===== src/rtl/lk_pkg.sv =====
package lk_pkg;
    localparam int PAY_W      = 30;
    localparam int HALF_W     = 16;
    localparam int STATUS_POS = 15;

    typedef logic [PAY_W-1:0] pay_t;

    typedef enum logic [1:0] {
        MODE_FIXED = 2'd0,
        MODE_ROT   = 2'd1,
        MODE_COUNT = 2'd2,
        MODE_PRBS  = 2'd3
    } mode_e;

    typedef struct packed {
        logic [6:0] bcid;
        logic       status;
        logic       unusable;
    } hdr_t;

    function automatic pay_t pat_seed(mode_e m, pay_t p);
        if (m == MODE_PRBS && p == '0)
            return pay_t'(1);
        return p;
    endfunction

    function automatic pay_t pat_step(mode_e m, pay_t c);
        case (m)
            MODE_FIXED: return c;
            MODE_ROT:   return {c[PAY_W-2:0], c[PAY_W-1]};
            MODE_COUNT: return c + pay_t'(1);
            default:    return {c[PAY_W-2:0], c[29] ^ c[5] ^ c[3] ^ c[0]};
        endcase
    endfunction

    function automatic pay_t payload_of(logic [HALF_W-1:0] hi, logic [HALF_W-1:0] lo);
        return {hi[HALF_W-1:1], lo[HALF_W-1:1]};
    endfunction

    function automatic hdr_t hdr_of(pay_t p);
        hdr_t h;
        h.bcid     = {p[13:9], p[29], p[14]};
        h.status   = p[STATUS_POS];
        h.unusable = (p == (pay_t'(1) << STATUS_POS));
        return h;
    endfunction
endpackage


===== src/rtl/lk_pair.sv =====
module lk_pair
    import lk_pkg::*;
(
    input  logic              clk,
    input  logic              rst,
    input  logic              flush,
    input  logic              in_valid,
    input  logic [HALF_W-1:0] in_half,
    output logic              word_fire,
    output logic              pair_err,
    output pay_t              word_pay,
    output logic [2*HALF_W-1:0] word_full
);
    logic              have_lo;
    logic [HALF_W-1:0] lo_q;

    always_comb begin
        word_fire = 1'b0;
        pair_err  = 1'b0;
        if (!flush) begin
            if (in_valid) begin
                if (in_half[0]) begin
                    if (have_lo) word_fire = 1'b1;
                    else         pair_err  = 1'b1;
                end else if (have_lo) begin
                    pair_err = 1'b1;
                end
            end else if (have_lo) begin
                pair_err = 1'b1;
            end
        end
    end

    always_ff @(posedge clk) begin
        if (rst || flush) begin
            have_lo <= 1'b0;
            lo_q    <= '0;
        end else if (word_fire || pair_err) begin
            have_lo <= 1'b0;
        end else if (in_valid && !in_half[0]) begin
            have_lo <= 1'b1;
            lo_q    <= in_half;
        end
    end

    assign word_pay  = payload_of(in_half, lo_q);
    assign word_full = {in_half, lo_q};
endmodule


===== config.mk =====
export PLATFORM = sky130hd
export DESIGN_NAME = lk_pair
export DESIGN_NICKNAME = d
export VERILOG_FILES = /design/src/rtl/lk_pkg.sv /design/src/rtl/lk_pair.sv
export SDC_FILE = /design/constraint.sdc
export NUM_CORES = 1
export LEC_CHECK = 0
export BUFFER_PORTS_ARGS = -buffer_cell sky130_fd_sc_hd__buf_2
export CORE_MARGIN = 10
export CORE_UTILIZATION = 40
export DETAILED_ROUTE_END_ITERATION = 7
export PLACE_DENSITY = 0.76
export SLEW_MARGIN = 5
export SYNTH_ARGS = -nofsm -noshare
export SYNTH_HDL_FRONTEND = slang
export SYNTH_SLANG_ARGS = --single-unit

===== constraint.sdc =====
create_clock -name clk -period 2.07 [get_ports clk]
set_clock_uncertainty 0.15 [all_clocks]
set_input_delay 0.3105 -clock clk [delete_from_list [all_inputs] [get_ports clk]]
set_output_delay 0.3105 -clock clk [all_outputs]
set_load 0.05 [all_outputs]

* After elaboration in Yosys (flattened, before gate mapping)
Index checks and enable logic that the tools add are counted.
** Storage, ports and cells
- Register bits :: 17
- Logic and storage cells :: 17
- Input bits :: 20
- Output and inout port bits :: 64
** Operators by class
- Bitwise gates (word level) :: 1
- Reductions and logical operators :: 6
- Multiplexer cells :: 8
** Operators by type and width (number)
- 1-bit two-way mux :: 8
- 1-bit logical OR :: 2
- 2-bit AND reduction :: 1
- 2-bit OR reduction :: 1
- 1-bit logical AND :: 1
- 1-bit zero test :: 1
- 1-bit inverter :: 1

* Depth between registers and ports, before layout
Gate-level depths: netlist of the first run.
- Depth in word-level cells :: 7
- Gate-level depth with buffers :: 4

* Worst setup path before layout of the first run
No wires, ideal clock.
- Path kind :: in2out
- From :: input port in_half[0]
- To :: output port pair_err
- Path slack :: 234 ps
- Cell stages on the path :: 3
- Arrival time :: 1376 ps
- Path through :: ha_1 mux2i_1 nor2_1
** Between the ends
- Word-level cells in the longest chain between the ends :: 3
** RTL lines
- start, declared :: RTL line lk_pair.sv:8 : input logic [HALF_W-1:0] in_half,
- 1-bit two-way mux :: RTL line lk_pair.sv:22 : if (in_half[0]) begin
- 1-bit two-way mux :: RTL line lk_pair.sv:21 : if (in_valid) begin
- 1-bit two-way mux :: RTL line lk_pair.sv:20 : if (!flush) begin
- end, declared :: RTL line lk_pair.sv:10 : output logic pair_err,
Every way passes these cells.

* Worst setup path after layout of the first run
- From :: register have_lo
- To :: output port pair_err
** Between the ends
- Word-level cells in the longest chain between the ends :: 4
- Elaborated cells on any way between the ends :: 5
- Those cells by class :: mux (5)
** RTL lines
- start, declared :: RTL line lk_pair.sv:14 : logic have_lo;
- start signal, assigned :: RTL line lk_pair.sv:36 : have_lo <= 1'b0;
- start signal, assigned :: RTL line lk_pair.sv:39 : have_lo <= 1'b0;
- start signal, assigned :: RTL line lk_pair.sv:41 : have_lo <= 1'b1;
- 1-bit two-way mux, on equally long branches :: RTL line lk_pair.sv:25, lk_pair.sv:28, lk_pair.sv:23
- 1-bit two-way mux :: RTL line lk_pair.sv:22
- 1-bit two-way mux (*) :: RTL line lk_pair.sv:21
- 1-bit two-way mux (*) :: RTL line lk_pair.sv:20
Mark *: on every way between the ends. The rest lies on a longest branch, timed or not.

==> results.md, run 1 <==
* Final ANT Viol Nets at 0
* Routed WL at 2880 um
* Post-DP HPWL at 2390 um
* Vias in the first global route at 891
* Actual slew at the worst max-slew pin at between 0.5 and 0.6 ns
* First-pass GRT wire length at 4120 um
* Synth Cell Area at 1210 um^2
* Count leader, synth: buf_4
* Power Density at approximately 590 nW/um^2
* Die width at roughly 75 um
* Status: finished, final reports clean
* Combinational fraction of design power at 0.353
* Worst Hold Launch: in_valid
* Final worst slack at 0.170 ns
* CP Launch Type: register
* Avg Vias per Cell at 4.74
* Reg-to-reg setup timing slack at around 0.35 ns
* Adder-cell share of the synthesized area at 0.0103
* DP Worst Slack at just over 0.2 ns
* Area of the multi-input gates at 485 um^2
* Max Buffers Root-to-Sink at 2
* Post-CTS Setup Bufs at 0
* CP Capture Type: primary output
* Final Core Density at 0.467
* CP Class: reg2out
* Final setup fails at 0
* Die area at around 5600 um^2
* Ant diodes at 0
* Reg power frac at 0.431
* Synth top area cells: buf_4 29%, dfxtp_1 28%, nor3b_1 19%
* Fin crit share at 0.918
* Cell Rows at 19
* Reg clk slew, reported paths at 0.09 ns
* Maximum VDD drop at 209 uV
* Max incr delay on CP at 0.34 ns
* Largest net degree at the start of global routing at 36
* Crit path max fanout at 3
* TritonCTS clock tree: yes
* RSZ-0062 raised after global routing: no
* Slowest stage cell on the critical path: dfxtp_1
* Mux contribution to synthesized area at 0.148
* Post-synthesis cell count at 126
* Port bufs at 83
* Cell chain of the critical path: ha_1 > mux2i_1 > nor2_1 > buf_2
* Area grow syn2layout at 9.31%
* Post-Synth XOR/XNOR Area at 0
* Synthesized flop and latch total at 17
* Fraction of layout cells with a size suffix above 1 at 0.658
* F_max at 526 MHz
* Cell Int Power at 469 uW
* Compound-Gate Fraction of Synth Area at 0.0155
* Post-Synth Simple-Gate Area at 0.228
* Hold path depth at 3
* Hold WS at 0.247 ns
* Yosys warnings at 0
* FF-to-FF path depth at 4
* Slew Viols, Final at 0
* Synth top area share at 0.285
* Netlist cell types at 16
* Grt total ovfl at 0
* DRC at 0
* Psw at roughly 300 uW
* Avg WL per Cell at 15.0 um
* CP required at 1.61 ns
* Global-route usage over all layers at 0.0903
* Final GP Congestion at 0.710
* Minimum clock period at 1.90 ns
* TritonCTS Sinks at 17
* Core area at 2830 um^2
* Num CTS Buffers at 3
* Post-CTS resize count at 0
* Filler cells at around 290
* DR pass1 iterations at 4
* I/O pins at 84
* Synth area leader: buf_4
* Via count at 911
* Initial Util at 0.428
* Hold endpoint: have_lo
* Clock latency on the worst-skew pair at approximately 0.27 ns
* Syn_area_per_cell at 9.60 um^2
* Clock network power share at 0.215
* Die Y-Extent at 75.0 um
* Worst min path class: in2reg
* FF+latch area at about 340 um^2
* Final Hold Vio Count at 0
* RR Startpoint: have_lo
* Sequential share of the synthesized area at 0.281
* Initial antenna violation count at 0
* Max Cap Violations at 0
* Setup TNS at 0 ns
* Reg2Reg Capture Point: lo_q[14]
* Final nets at 183
* Sw Ratio at 0.397
* Ys flop type: dfxtp_1
* Post-synth ARST share at 0
* Post-synth net total at approximately 150
* Root Driver: clkbuf_4
* H-tree levels at 1
* Max transition margin at 0.615
* Largest family of logic cells by synthesized area: buffers and inverters
* Initial drt markers at 19
* Worst EP arrival at 1.44 ns
* Most frequent cells after synthesis: 46 x buf_4, 30 x nor3b_1, 17 x dfxtp_1, 15 x mux2_2, 6 x clkbuf_1
* EDFF count, synth at 0
* Hold-fix buffers, CTS at 0
* Pleak at 0.000693 uW
==> worst max path at each step <==
stage / from / endpoint / depth (start not counted) / slack (ns)
finish: have_lo / pair_err / 4 / 0.17
global route: have_lo / pair_err / 4 / 0.08
CTS: have_lo / pair_err / 4 / 0.16
detailed placement: in_half[0] / lo_q[14] / 5 / 0.20
global placement: in_half[0] / lo_q[7] / 5 / 0.24
floorplan: in_half[0] / pair_err / 3 / 0.23
==> through the flow <==
stage / cells / power (uW) / area, um^2
3_5_place_dp: 188 / 620 / 1290
2_1_floorplan: 126 / 597 / 1210
3_3_place_gp: 188 / 616 / 1290
6_report: 192 / 777 / 1320
4_1_cts: 192 / 790 / 1320
5_1_grt: 192 / 816 / 1320
==> routing by layer <==
metal | global-route usage | share of wire
met5 | 0 | 0
met4 | 0.0315 | 0
met3 | 0.0276 | 0.13
met2 | 0.180 | 0.52
met1 | 0.0836 | 0.35
==> critical path, delay by kind of cell (launching register included) <==
| family | cells | cell delay (ns) |
|---|---|---|
| adder cells (fa/ha/maj) | 1 | 0.32 |
| buffers and inverters | 1 | 0.23 |
| flip-flops | 1 | 0.34 |
| multiplexers | 1 | 0.21 |
| AND/OR/NAND/NOR | 1 | 0.06 |
==> flip-flops by register name (all words and copies together) (netlist names) <==
| signal | cells |
|---|---|
| lo_q | 16 |
| have_lo | 1 |
==> power by group through the flow <==
stage	sequential [uW]	clock, uW	combinational (uW)
6_report	335	167	275
5_1_grt	336	191	288
4_1_cts	335	177	277
3_5_place_dp	343	0	277
3_3_place_gp	342	0	274
2_1_floorplan	358	0	239
==> placed cells by master, fill, tap and decap left out <==
cell type | synthesis | layout
buf_2 | 1 | 83
nor3b_1 | 30 | 30
dfxtp_1 | 17 | 17
mux2_2 | 15 | 15
clkbuf_4 | 0 | 3
nor2_1 | 2 | 2
buf_4 | 46 | 2
nand2_1 | 1 | 1
mux2i_1 | 1 | 1
nor4b_4 | 1 | 1
nor4b_1 | 1 | 1
nor2b_1 | 1 | 1
a211oi_1 | 1 | 1
o221a_2 | 1 | 1
ha_1 | 1 | 1
clkinv_2 | 0 | 1
==> final cells by class <==
cell class	count	area share
well taps	31	0.0293
clock buffers	3	0.0170
clock inverters	1	0.00378
flip-flops and latches	17	0.257
repair buffers	85	0.325
multi-input cells	55	0.367
==> kinds of logic after synthesis <==
family                   count (synthesis)
AO/OA/AOI/OAI                            2
adder cells (fa/ha/maj)                  1
multiplexers                            16
AND/OR/NAND/NOR                         36
flip-flops                              17
buffers and inverters                   54
Note: power is estimated with default switching activity, not from simulation.
==> run 2, diff against run 1 <==
Settings changed: RECOVER_POWER set to 50.
==> results.md, run 2 (synthesized netlist as in run 1, its figures left out) <==
* Area grow syn2layout at 5.27%
* Worst Setup SP: have_lo
* Post-route insts no fill at 192
* Biggest register: lo_q
* Avg WL per Cell at between 15 and 20 um
* Met2 wire length at between 1000 and 1500 um
* Final nets at 183
* Top Registers: lo_q: 16 flops, have_lo: 1 flops
* Psw at 310 uW
* Max Buffers Root-to-Sink at 2
* CP Class: reg2out
* Maximum VDD drop at roughly 210 uV
* FF-to-FF path depth at 4
* Sw Ratio at 0.403
* Crit path to: pair_err
* Reg clk slew, reported paths at 0.09 ns
* Setup TNS at 0 ns
* Root Driver: clkbuf_4
* Slowest stage cell on the critical path: dfxtp_1
* Reg-to-reg setup timing slack at 0.36 ns
* Num CTS Buffers at 3
* Post-CTS Setup Bufs at 0
* Core area at 2830 um^2
* Combinational fraction of design power at 0.346
* Most frequent cells in the layout: 44 x buf_2, 39 x clkbuf_1, 30 x nor3b_1
* Clock network power share at 0.217
* Status: finished, final reports clean
* Initial Util at 0.428
* Via count at just over 900
* Largest register FFs at 16
* Cell Rows at 19
* Placed cell count at 188
* Largest net degree at the start of global routing at 36
* Clock latency on the worst-skew pair at 0.27 ns
* Vias in the first global route at 891
* Die area at 5620 um^2
* Max Used Layer: met4
* Max transition margin at 0.583
* Most common cell after layout, fill and taps aside: buf_2
* Actual slew at the worst max-slew pin at 0.628 ns
* Global-route usage over all layers at 0.0903
* Reg2Reg Capture Point: lo_q[14]
* TritonCTS clock tree: yes
* RR Startpoint: have_lo
* CP top delay family: flip-flops
* Final Hold Vio Count at 0
* CP Depth at 4
* CP Launch Type: register
* Pleak at 0.000572 uW
* DR pass1 iterations at 4
* Final Core Density at 0.450
* Minimum clock period at 1.90 ns
* TritonCTS Sinks at 17
* RSZ-0062 raised after global routing: no
* Avg Vias per Cell at 4.74
* First-pass GRT wire length at 4120 um
* Initial antenna violation count at 0
* Fin crit share at 0.916
* Routed WL at ~3000 um
* Filler cells at 305
* Power Density at 603 nW/um^2
* Final ANT Viol Nets at 0
* Slew Viols, Final at 0
* Reg power frac at 0.436
* Final GP Congestion at 0.710
* DRC at 0
* Hold-fix buffers, CTS at 0
* Crit path max fanout at 3
* Ant diodes at 0
* Post-CTS resize count at 0
* Port bufs at 83
* Max incr delay on CP at 0.34 ns
* Met3 WL at 380 um
* Worst EP arrival at 1.44 ns
* Initial drt markers at 24
* WL met1 at 1040 um
* Final setup fails at 0
* Die Y-Extent at 75.0 um
* Worst min path class: in2reg
* I/O pins at 84
* Post-DP HPWL at approximately 2400 um
* Die width at ~75 um
* Grt total ovfl at 0
* CP Capture Type: primary output
* Fraction of layout cells with a size suffix above 1 at 0.416
* Cell Int Power at 459 uW
* H-tree levels at 1
* F_max at 527 MHz
* Max Cap Violations at 0
* CP Buf/Inv Count at 1
* CP required at between 1.5 and 2 ns
* Cell chain of the critical path: ha_1 > mux2i_1 > nor2_1 > buf_2
==> run 2: cell count changes in the layout (fill, tap and decap cells not counted), sizes merged <==
cell,before,now
clkbuf,3,42
buf,85,46
==> run 2: per-stage QoR <==
stage                     area (um^2)  worst slack, ns  power, uW  hold WS [ns]
final                            1270            0.173        769         0.245
after detailed placement         1290            0.205        620         0.336
after floorplan                  1210            0.234        597         0.372
after global placement           1290            0.237        616         0.318
after global routing             1270           0.0764        809         0.259
after CTS                        1320            0.155        790         0.239
==> run 2: power by group through the flow <==
stage	Sequential (uW)	Combinational [uW]	Clock (uW)
3_5_place_dp	343	277	0
5_1_grt	337	281	191
4_1_cts	335	277	177
6_report	335	266	167
2_1_floorplan	358	239	0
3_3_place_gp	342	274	0
==> run 2: how the worst min path moves through the flow <==
stage / startpoint / end / slack (ns) / depth (start not counted)
after floorplan: in_valid / have_lo / 0.37 / 2
after global placement: lo_q[0] / lo_q[0] / 0.32 / 1
after detailed placement: lo_q[0] / lo_q[0] / 0.34 / 1
after CTS: in_valid / have_lo / 0.24 / 3
after global routing: in_valid / have_lo / 0.26 / 3
final: in_valid / have_lo / 0.25 / 3
==> run 2: cell type report <==
class	count	area [um^2]	area share
clock inverter	1	5.00	0.00393
clock buffer	3	22.5	0.0177
timing repair buffer	85	382	0.300
tap	31	38.8	0.0305
multi-input combinational	55	485	0.381
sequential	17	340	0.267
==> run 2: routing by layer <==
metal | vias up | GRT usage
li1 | 452 | -
met1 | 415 | 0.0836
met2 | 42 | 0.180
met3 | 2 | 0.0276
met4 | 0 | 0.0315
met5 | - | 0
==> run 2: tightest hold or removal path, stage by stage <==
cell and delay, ns:
buf_2 0.13, a211oi_1 0.08, o221a_2 0.12
